--- src/rtl/scl_gen_pkg.sv ---
package scl_gen_pkg;

  // Phase of the generated clock.
  typedef enum logic [1:0] {
    PH_IDLE = 2'd0,
    PH_LOW  = 2'd1,
    PH_WAIT = 2'd2,
    PH_HIGH = 2'd3
  } scl_phase_e;

  // Fixed cycles added to the programmed counts.
  localparam int unsigned LO_EXTRA = 1;
  localparam int unsigned HI_EXTRA = 8;

endpackage

--- src/rtl/scl_cfg_hold.sv ---
module scl_cfg_hold #(
  parameter int CW      = 16,
  parameter int MIN_CNT = 6
) (
  input  logic          clk,
  input  logic          rst_n,
  input  logic          enable,
  input  logic          fast_sel,
  input  logic [CW-1:0] std_hi,
  input  logic [CW-1:0] std_lo,
  input  logic [CW-1:0] fast_hi,
  input  logic [CW-1:0] fast_lo,
  output logic [CW-1:0] hi_lim,
  output logic [CW-1:0] lo_lim
);
  localparam logic [CW-1:0] FLOOR = CW'(MIN_CNT);

  function automatic logic [CW-1:0] floor_cnt(input logic [CW-1:0] v);
    return (v < FLOOR) ? FLOOR : v;
  endfunction

  logic [CW-1:0] hi_raw [2];
  logic [CW-1:0] lo_raw [2];
  logic [CW-1:0] hi_q   [2];
  logic [CW-1:0] lo_q   [2];
  logic          mode_q;

  assign hi_raw[0] = std_hi;
  assign lo_raw[0] = std_lo;
  assign hi_raw[1] = fast_hi;
  assign lo_raw[1] = fast_lo;

  // One capture register pair per speed mode, loaded only while stopped.
  for (genvar g = 0; g < 2; g++) begin : g_pair
    always_ff @(posedge clk or negedge rst_n) begin
      if (!rst_n) begin
        hi_q[g] <= FLOOR;
        lo_q[g] <= FLOOR;
      end else if (!enable) begin
        hi_q[g] <= floor_cnt(hi_raw[g]);
        lo_q[g] <= floor_cnt(lo_raw[g]);
      end
    end
  end

  always_ff @(posedge clk or negedge rst_n) begin
    if (!rst_n)       mode_q <= 1'b0;
    else if (!enable) mode_q <= fast_sel;
  end

  assign hi_lim = hi_q[mode_q];
  assign lo_lim = lo_q[mode_q];
endmodule

--- src/rtl/scl_sync.sv ---
module scl_sync #(
  parameter int STAGES = 2
) (
  input  logic clk,
  input  logic rst_n,
  input  logic d,
  output logic q
);
  logic [STAGES-1:0] chain;

  always_ff @(posedge clk or negedge rst_n) begin
    if (!rst_n) chain <= '0;
    else        chain <= {chain[STAGES-2:0], d};
  end

  assign q = chain[STAGES-1];
endmodule

--- src/rtl/scl_phase_fsm.sv ---
module scl_phase_fsm
  import scl_gen_pkg::*;
#(
  parameter int CW          = 16,
  parameter int SYNC_STAGES = 2
) (
  input  logic          clk,
  input  logic          rst_n,
  input  logic          enable,
  input  logic [CW-1:0] hi_lim,
  input  logic [CW-1:0] lo_lim,
  input  logic          line_high,
  output logic          pull_low
);
  localparam int CNTW = CW + 1;
  // Released cycles spent before counting: the release edge plus the synchronizer.
  localparam int HI_TAIL = int'(HI_EXTRA) - 1 - SYNC_STAGES;
  localparam logic [CNTW-1:0] HI_ADD = CNTW'(HI_TAIL - 1);

  scl_phase_e      ph_q, ph_d;
  logic [CNTW-1:0] cnt_q, cnt_d;
  logic [CNTW-1:0] lo_end, hi_end;

  assign lo_end = {1'b0, lo_lim};
  assign hi_end = {1'b0, hi_lim} + HI_ADD;

  always_comb begin
    ph_d  = ph_q;
    cnt_d = cnt_q + 1'b1;
    if (!enable) begin
      ph_d  = PH_IDLE;
      cnt_d = '0;
    end else begin
      unique case (ph_q)
        PH_IDLE: begin
          ph_d  = PH_LOW;
          cnt_d = '0;
        end
        PH_LOW: begin
          if (cnt_q == lo_end) begin
            ph_d  = PH_WAIT;
            cnt_d = '0;
          end
        end
        PH_WAIT: begin
          cnt_d = '0;
          if (line_high) ph_d = PH_HIGH;
        end
        PH_HIGH: begin
          if (cnt_q == hi_end) begin
            ph_d  = PH_LOW;
            cnt_d = '0;
          end
        end
        default: begin
          ph_d  = PH_IDLE;
          cnt_d = '0;
        end
      endcase
    end
  end

  always_ff @(posedge clk or negedge rst_n) begin
    if (!rst_n) begin
      ph_q  <= PH_IDLE;
      cnt_q <= '0;
    end else begin
      ph_q  <= ph_d;
      cnt_q <= cnt_d;
    end
  end

  assign pull_low = (ph_q == PH_LOW);
endmodule

--- src/rtl/scl_period_gen.sv ---
module scl_period_gen #(
  parameter int CW          = 16,
  parameter int MIN_CNT     = 6,
  parameter int SYNC_STAGES = 2
) (
  input  logic          clk,
  input  logic          rst_n,
  input  logic          enable,
  input  logic          fast_sel,
  input  logic [CW-1:0] std_hi_cnt,
  input  logic [CW-1:0] std_lo_cnt,
  input  logic [CW-1:0] fast_hi_cnt,
  input  logic [CW-1:0] fast_lo_cnt,
  input  logic          scl_in,
  output logic          scl_pull
);
  logic [CW-1:0] hi_lim, lo_lim;
  logic          line_high;

  scl_cfg_hold #(.CW(CW), .MIN_CNT(MIN_CNT)) u_cfg (
    .clk     (clk),
    .rst_n   (rst_n),
    .enable  (enable),
    .fast_sel(fast_sel),
    .std_hi  (std_hi_cnt),
    .std_lo  (std_lo_cnt),
    .fast_hi (fast_hi_cnt),
    .fast_lo (fast_lo_cnt),
    .hi_lim  (hi_lim),
    .lo_lim  (lo_lim)
  );

  scl_sync #(.STAGES(SYNC_STAGES)) u_sync (
    .clk  (clk),
    .rst_n(rst_n),
    .d    (scl_in),
    .q    (line_high)
  );

  scl_phase_fsm #(.CW(CW), .SYNC_STAGES(SYNC_STAGES)) u_fsm (
    .clk      (clk),
    .rst_n    (rst_n),
    .enable   (enable),
    .hi_lim   (hi_lim),
    .lo_lim   (lo_lim),
    .line_high(line_high),
    .pull_low (scl_pull)
  );
endmodule

--- config.mk ---
export PLATFORM = sky130hd
export DESIGN_NAME = scl_period_gen
export DESIGN_NICKNAME = d
export VERILOG_FILES = /design/src/rtl/scl_gen_pkg.sv /design/src/rtl/scl_cfg_hold.sv /design/src/rtl/scl_sync.sv /design/src/rtl/scl_phase_fsm.sv /design/src/rtl/scl_period_gen.sv
export SDC_FILE = /design/constraint.sdc
export NUM_CORES = 1
export LEC_CHECK = 0
export BUFFER_PORTS_ARGS = -buffer_cell sky130_fd_sc_hd__buf_2
export CAP_MARGIN = 20
export CORE_UTILIZATION = 45
export DETAILED_ROUTE_END_ITERATION = 10
export HOLD_SLACK_MARGIN = 0.08
export PLACE_DENSITY = 0.68
export SLEW_MARGIN = 20
export SYNTH_ARGS = -nofsm -noshare
export SYNTH_HDL_FRONTEND = slang
export SYNTH_SLANG_ARGS = --single-unit
--- constraint.sdc ---
create_clock -name clk -period 3.1 [get_ports clk]
set_input_delay 0.155 -clock clk [delete_from_list [all_inputs] [get_ports clk]]
set_output_delay 0.155 -clock clk [all_outputs]
set_load 0.1 [all_outputs]
---- Word level (Yosys, flattened, before mapping) ----
Index checks and enable logic that the tools add are counted.
operators by class
  order comparisons ....................... 5
  multiplexer cells ....................... 19
  add/sub/neg operators ................... 2
  bitwise operators ....................... 1
  reductions and logical operators ........ 3
  eq/ne operators ......................... 8
operator list
  kind                                                          number
  two-way mux 16 bit                                            10
  less-than comparator 16 x 3 -> 1 bit (second input constant)  4
  two-way mux 17 bit                                            3
  one-hot mux 17 bit (3 select lines)                           1
  adder 16 x 3 -> 17 bit (second input constant)                1
  adder 17 x 1 -> 17 bit (second input constant)                1
  == test 17 x 16 -> 1 bit                                      1
  == test 17 bit                                                1
  two-way mux 2 bit                                             4
  one-hot mux 2 bit (4 select lines)                            1
  != test 3 x 2 -> 1 bit (second input constant)                2
  == test 2 bit (second input constant)                         2
  != test 3 bit (second input constant)                         1
  AND reduction 3 bit                                           1
  == test 2 x 1 -> 1 bit (second input constant)                1
  >= comparator 2 bit (second input constant)                   1
  logical NOT 2 bit                                             1
  NOT 1 -> 2 bit                                                1
  OR reduction 2 bit                                            1
storage, ports and cells
  output and inout port bits .............. 1
  input port bits ......................... 69
  register bits after elaboration ......... 86

---- Depth between registers and ports, before layout ----
Gate-level depths: netlist of run 1.
  depth after elaboration ................. 9
  depth in mapped cells ................... 15

---- Hierarchy ----
Synthesis of run 1 repeated with hierarchy kept, for this count alone.
second synthesis, totals
  cell total of the unflattened synthesis .. 419
  area total of the unflattened synthesis .. 4805.9 um^2
by module, submodules not included
  module         sequential area each (um^2)  cells each  area each (um^2)  instances
  scl_cfg_hold   1636.6                       215         3072.9            1
  scl_phase_fsm  475.5                        202         1682.9            1
  scl_sync       50.0                         2           50.0              1

---- Worst setup path after synthesis of run 1 ----
OpenSTA, ideal clock, no wires.
  kind .................................... reg2reg
  from .................................... register u_cfg.mode_q
  to ...................................... register u_fsm.cnt_q[11]
  stages on the path, launching flop included .. 15
  slack ................................... -0.050 ns
  buffers on the path ..................... 5
  library setup time ...................... 0.119 ns
  arrival ................................. 3.031 ns
  path through ............................ dfrtp_1 > buf_6 > buf_12 > buf_6 > buf_6 > mux2_2 > ha_1 > nor2b_2 > xnor2_1 > or4_1 > a21oi_2 > nand4_2 > a41oi_4 > buf_6 > nor2_2
between the ends
  longest elaborated chain between the ends .. 9
  elaborated cells between the ends (all ways) .. 14
ends and longest elaborated chain
  element                                                 RTL line                                RTL
  from (decl)                                             scl_cfg_hold.sv:26                      logic mode_q;
  from (signal assigned)                                  scl_cfg_hold.sv:48                      else if (!enable) mode_q <= fast_sel;
  NOT 1 -> 2 bit (implied by the code) *                  scl_cfg_hold.sv:51, scl_cfg_hold.sv:52
  two-way mux 16 bit (implied by the code) (3 in series)  scl_cfg_hold.sv:51                      assign hi_lim = hi_q[mode_q];
  adder 16 x 3 -> 17 bit                                  scl_phase_fsm.sv:25                     assign hi_end = {1'b0, hi_lim} + HI_ADD;
  == test 17 bit                                          scl_phase_fsm.sv:50                     if (cnt_q == hi_end) begin
  two-way mux 17 bit                                      scl_phase_fsm.sv:50
  one-hot mux 17 bit (3 select lines) *                   scl_phase_fsm.sv:34                     unique case (ph_q)
  two-way mux 17 bit *                                    scl_phase_fsm.sv:30                     if (!enable) begin
  net u_fsm.cnt_d[11]                                     scl_phase_fsm.sv:21                     logic [CNTW-1:0] cnt_q, cnt_d;
  to (signal assigned)                                    scl_phase_fsm.sv:69                     cnt_q <= cnt_d;
  to (decl)                                               scl_phase_fsm.sv:21
Mark *: on every way through the listed nets, which the timed path passes. The rest lies on a longest branch. The select of a mux whose other input is x is not followed.
A chain may end at the register's enable or synchronous reset.

---- Final worst setup path of run 1 ----
  from .................................... register u_cfg.mode_q
  to ...................................... register u_fsm.cnt_q[3]
Same word-level chain as after synthesis.

==> results of run 1 <==
-- cell usage after synthesis (all sizes together) (8+ instances only) --
library cell / instances / area share [%]
nand2: 15 / 1.2
xor2: 15 / 2.7
nor2: 25 / 2.5
dfrtp: 78 / 40
nand3: 17 / 1.9
inv: 15 / 1.2
nand4: 9 / 1.7
clkbuf: 14 / 1.1
nor4: 10 / 1.3
mux2: 57 / 13
a2bb2oi: 8 / 1.4
xnor2: 36 / 6.5
dfstp: 8 / 4.3
mux2i: 31 / 6.4
-- cells by family (layout without fill, tap and decap cells) --
group,count (synthesis),count (layout),synth area share [%]
AO/OA/AOI/OAI,46,46,8.43
XOR/XNOR,51,51,9.23
AND/OR/NAND/NOR,102,102,12.8
buffers and inverters,36,177,3.91
adder cells (fa/ha/maj),5,5,1.29
flip-flops,86,86,44.7
multiplexers,88,88,19.7
-- worst max-delay path, cell delays in order, from the launching register on --
cell and delay [ns]:
dfrtp_2 0.52, mux2_2 0.39, ha_1 0.24, nor2b_2 0.20, xnor2_1 0.15, or4_1 0.42
a21oi_2 0.21, nand4_2 0.15, a41oi_4 0.21, buf_4 0.28, nor2_1 0.08
-- routing by layer --
layer,wire length (µm),vias up,track usage (%)
met5,0,-,0
met1,5390,1796,29.8
li1,-,1764,-
met2,5700,74,35.7
met4,150,0,6.65
met3,399,13,4.08
-- layout make-up --
class                           instances  area [µm²]  area share, %
Tap cell                              136         170           2.75
Timing Repair Buffer                  145        1090           17.5
Sequential cell                        86        2160           35.0
Clock inverter                          5        81.3           1.31
Multi-Input combinational cell        292        2490           40.2
Clock buffer                           11         141           2.28
Inverter                               16        60.1          0.970
-- worst max-delay path by stage --
stage / depth (start not counted) / start / end / slack (ns)
floorplan: 14 / u_cfg.mode_q / u_fsm.cnt_q[11] / 0.006
global placement: 10 / u_cfg.mode_q / u_fsm.cnt_q[5] / 0.23
detailed placement: 10 / u_cfg.mode_q / u_fsm.cnt_q[6] / 0.12
CTS: 10 / u_cfg.mode_q / u_fsm.cnt_q[16] / 0.12
global route: 10 / u_cfg.mode_q / u_fsm.cnt_q[2] / 0.001
finish: 10 / u_cfg.mode_q / u_fsm.cnt_q[3] / 0.14
-- power by group through the flow --
stage / Clock (µW) / Sequential, µW / Combinational [µW]
6_report: 885 / 1320 / 714
5_1_grt: 961 / 1340 / 778
4_1_cts: 910 / 1320 / 717
3_5_place_dp: 0 / 1340 / 650
3_3_place_gp: 0 / 1340 / 634
2_1_floorplan: 0 / 1310 / 507
-- per-stage QoR --
| step | power, µW | utilization [%] | setup WS (ns) | cells | cell area, µm² |
|---|---|---|---|---|---|
| after detailed placement | 1990 | 51.0 | 0.124 | 607 | 5290 |
| final | 2920 | 59.7 | 0.137 | 691 | 6190 |
| after global placement | 1970 | 51.0 | 0.230 | 607 | 5290 |
| after global routing | 3080 | 59.7 | 0.00150 | 691 | 6190 |
| after floorplan | 1820 | - | 0.00598 | 414 | 4840 |
| after CTS | 2950 | 59.6 | 0.122 | 690 | 6180 |
-- state kept, by name, summed over array words and instances (netlist names) --
signal and cells:
u_cfg.lo_q 32, u_fsm.ph_q 2, u_sync.chain 2, u_cfg.mode_q 1
u_fsm.cnt_q 17, u_cfg.hi_q 32
-- what timing repair did --
action | in CTS | in global routing
hold buffers | 67 | 0
buffers inserted | 0 | 1
setup endpoints to repair | 0 | 17
endpoints found under the hold margin | 98 | 0
==> flow_summary.ini, run 1 <==
[cts]
cts.clk_slew.worst_paths_ns = 0.08
cts_num_sinks = 86
h-tree-depth = 3
root_buffer = clkbuf_8
clockBufferDepth = 2
clk_latency_ns = 0.37
cts_buffers = 9
cts_tree = built
post_cts_resized = 0

[synthesis]
ys_seq_area_share_pct = 44.7
synth_warnings = 0
yosys_register_bits = 86
synthArstFlopShare_pct = 100
synth.avg_cell_area_um2 = 11.7
syn_inst = 414
ys_types = 54
synth.cell_area_um2 = 4840
syn-num-nets = 488
synth_edf_count = 0
synthFlopType = dfrtp_1

[timing]
setup_viol = 0
fin_crit_sh_pct = 95.6
relSlewSlack_pct = 44.8
tightest_slew_ns = 0.828
tns_ns = 0
hold_viol_final = 0
rsz0062_at_grt = false
finClkSkew_ns = 0.0106
min_period_ns = 2.96
hold_slack_ns = 0.275
fmax_ghz = 0.337
maxSlewViolCount = 0

[detailed_routing]
via_per_inst = 5.28
num_vias = 3647
drtIter0Drc = 175
ant_nets = 0
wirelength_um = 11600
wl_per_cell_um = 16.8
drc = 0
firstDrtPassIters = 4

[floorplan]
die_h_um = 106
rows = 37
start_util_pct = 46.6
die_x_um = 106
die_area_um2 = 11200
core_area_um2 = 10400
io_pins = 70

[status]
status = completed

[power]
p_seq_share_pct = 45.3
power_frac_clock_pct = 30.3
combPwrFrac_pct = 24.4
p_sw_share_pct = 29.6
vdd_drop_max_uv = 398
power_density_nw_per_um2 = 472
internal_power_uw = 2060
p_leak_uw = 0.00263
p_sw_uw = 865

[critical_path]
cp.required_ns = 3.34
start_kind = flip-flop
critical_path_peak_fanout = 17
r2r_slack_ns = 0.14
end_kind = flip-flop
r2r_cells = 10
cp_data_arrival_time_ns = 3.21
r2r_start = u_cfg.mode_q
crit_type = reg2reg
reg2reg_to = u_fsm.cnt_q[3]

[global_routing]
gr-total-overflow = 0
grt_pass1_vias = 3660
grt_pass1_wl_um = 18900
track_usage_pct = 22.0
grt_antenna_before_repair = 0
grt_max_degree = 67

[placed_design]
dp_hpwl_um = 8110
gp_congestion = 0.831
numPortBuffers = 69

[layout]
diodes = 0
layout.cells.most_common = dfrtp_1
final_net_count = 624
layout-drive-gt1-share_pct = 32.6
nFillCells = 876
syn_to_final_growth_pct = 27.9
mostFrequentLayoutCells = dfrtp_1 (77), buf_2 (68), dlygate4sd3_1 (67)

[worst_hold_path]
hp-class = in2async

[run]
cap_violations = 0
Note: power is estimated with default switching activity, not from simulation.
==> run 2, diff against run 1 <==
--- a/config.mk
+++ b/config.mk
@@ -7,10 +7,10 @@
 export LEC_CHECK = 0
 export BUFFER_PORTS_ARGS = -buffer_cell sky130_fd_sc_hd__buf_2
 export CAP_MARGIN = 20
-export CORE_UTILIZATION = 45
+export CORE_UTILIZATION = 52
 export DETAILED_ROUTE_END_ITERATION = 10
 export HOLD_SLACK_MARGIN = 0.08
-export PLACE_DENSITY = 0.68
+export PLACE_DENSITY = 0.79
 export SLEW_MARGIN = 20
 export SYNTH_ARGS = -nofsm -noshare
 export SYNTH_HDL_FRONTEND = slang
==> constraint.sdc (replaced) <==
create_clock -name clk -period 3.1 [get_ports clk]
set_input_delay 0 -clock clk [delete_from_list [all_inputs] [get_ports clk]]
set_output_delay 0 -clock clk [all_outputs]
set_load 0.1 [all_outputs]
==> run 2 against run 1 <==
Clock-buffer cell count unchanged. Clock skew up 0.00058 ns. Clock power is 9.8% higher. Die area decreased by 13%. Via count is 1.8% higher. Global-route usage grew 4.8 points. Sequential cell count stayed put. Cell count down 4.3%. Final area is 0.20% lower. First-iteration DRC count grew 31%.
==> flow_summary.ini, run 2 (synthesis results as in run 1) <==
[floorplan]
die_area_um2 = 9690
die_h_um = 98.4
start_util_pct = 54.7
rows = 34
core_area_um2 = 8850
io_pins = 70
die_x_um = 98.4

[cts]
cts_buffers = 9
cts_num_sinks = 86
ctsHoldBuffers = 67
cts_setup_buffers = 0
clk_latency_ns = 0.36
post_cts_resized = 0
root_buffer = clkbuf_8
clockBufferDepth = 2
h-tree-depth = 3
cts_tree = built
cts.clk_slew.worst_paths_ns = 0.09

[timing]
min_period_ns = 2.91
relSlewSlack_pct = 41.3
setup_viol = 0
tightest_slew_ns = 0.881
finClkSkew_ns = 0.0111
hold_viol_final = 0
fmax_ghz = 0.344
maxSlewViolCount = 0
rsz0062_at_grt = false
tns_ns = 0
fin_crit_sh_pct = 93.7

[detailed_routing]
drc = 0
wirelength_um = 12000
wl_per_cell_um = 18.2
firstDrtPassIters = 4
highest_layer = met4
met1_length_um = 5320
drtIter0Drc = 229
via_per_inst = 5.62
wl_met2_um = 5890
num_vias = 3714
wl_met3_um = 579
ant_nets = 0

[global_routing]
grt_pass1_vias = 3792
track_usage_pct = 26.8
grt_max_degree = 71
gr-total-overflow = 0
grt_pass1_wl_um = 19900
grt_antenna_before_repair = 0

[placed_design]
dp_hpwl_um = 8130
numPortBuffers = 69
gp_congestion = 0.826

[critical_path]
start_kind = flip-flop
cp.required_ns = 3.34
worst_path_max_delay_cell = dfrtp_2
crit_family = simple AND/OR/NAND/NOR gates
crit_top_cell = buf_4
worstPathCellList = buf_4, nand4b_1, a21oi_1, nand2b_1, o31a_1, nor4b_4, nand4_2, a41oi_4, buf_4, nor2_1
cp_data_arrival_time_ns = 3.15
critical_path_peak_fanout = 19
crit_type = reg2reg
slowest_delay_ns = 0.44
path_buf_inv = 2
end_kind = flip-flop

[power]
power_density_nw_per_um2 = 489
total_power_uw = 3020
vdd_drop_max_uv = 571
p_leak_uw = 0.00264

[run]
cap_violations = 0

[layout]
diodes = 0
layout.cells.most_common = dfrtp_1
seq_area_um2 = 2160
top_regs = u_cfg.hi_q: 32 flops, u_cfg.lo_q: 32 flops, u_fsm.cnt_q: 17 flops
nFillCells = 643
multi_input_area_um2 = 2490
layout-drive-gt1-share_pct = 32.4
syn_to_final_growth_pct = 27.7
final_net_count = 622
mostFrequentLayoutCells = dfrtp_1 (77), buf_2 (68), dlygate4sd3_1 (67)

[status]
status = completed

[worst_hold_path]
hp-class = in2async
==> run 2: changes by cell type in the layout (fill, tap and decap cells not counted) <==
cell and delta:
buf_12 +1, bufinv_16 +1, clkinv_4 +1, inv_6 -1, clkinv_2 -1, buf_4 -3
==> run 2: layout make-up <==
class                           count  area share, %
Inverter                           16          0.972
Clock inverter                      5           1.72
Clock buffer                       11           2.29
Multi-Input combinational cell    292           40.3
Sequential cell                    86           35.0
Tap cell                          108           2.19
Timing Repair Buffer              143           17.5
==> run 2: routing by layer <==
layer,vias to the layer above,GRT usage [%]
li1,1773,-
met1,1818,36.2
met2,107,44.3
met3,16,3.83
met4,0,9.87
met5,-,0
==> run 2: path summary, 6_finish.rpt <==
path,from,endpoint,slack (ns),cells past startpoint
max in group asynchronous,rst_n,u_fsm.cnt_q[16],2.04,3
worst min-delay path,rst_n,u_cfg.lo_q[31],0.29,2
min in group clk,scl_in,u_sync.chain[0],0.29,2
worst max register to register,u_cfg.mode_q,u_fsm.cnt_q[16],0.19,10
worst max-delay path,u_cfg.mode_q,u_fsm.cnt_q[16],0.19,10
worst min register to register,u_sync.chain[0],u_sync.chain[1],0.35,0
==> run 2: through the flow <==
stage	utilization [%]	cells	hold WS (ns)	worst slack [ns]	instance area, µm²
6_report	69.8	661	0.286	0.194	6180
3_3_place_gp	59.4	578	0.109	0.318	5260
5_1_grt	69.8	661	0.298	0.0611	6180
3_5_place_dp	59.4	578	0.110	0.245	5260
4_1_cts	69.8	661	0.279	0.225	6180
2_1_floorplan	-	414	-0.296	0.00598	4840
==> run 2: power by group <==
group / internal, µW / total (µW) / switching [µW]
sequential: 1230 / 1320 / 91.1
clock: 559 / 972 / 413
combinational: 351 / 729 / 378
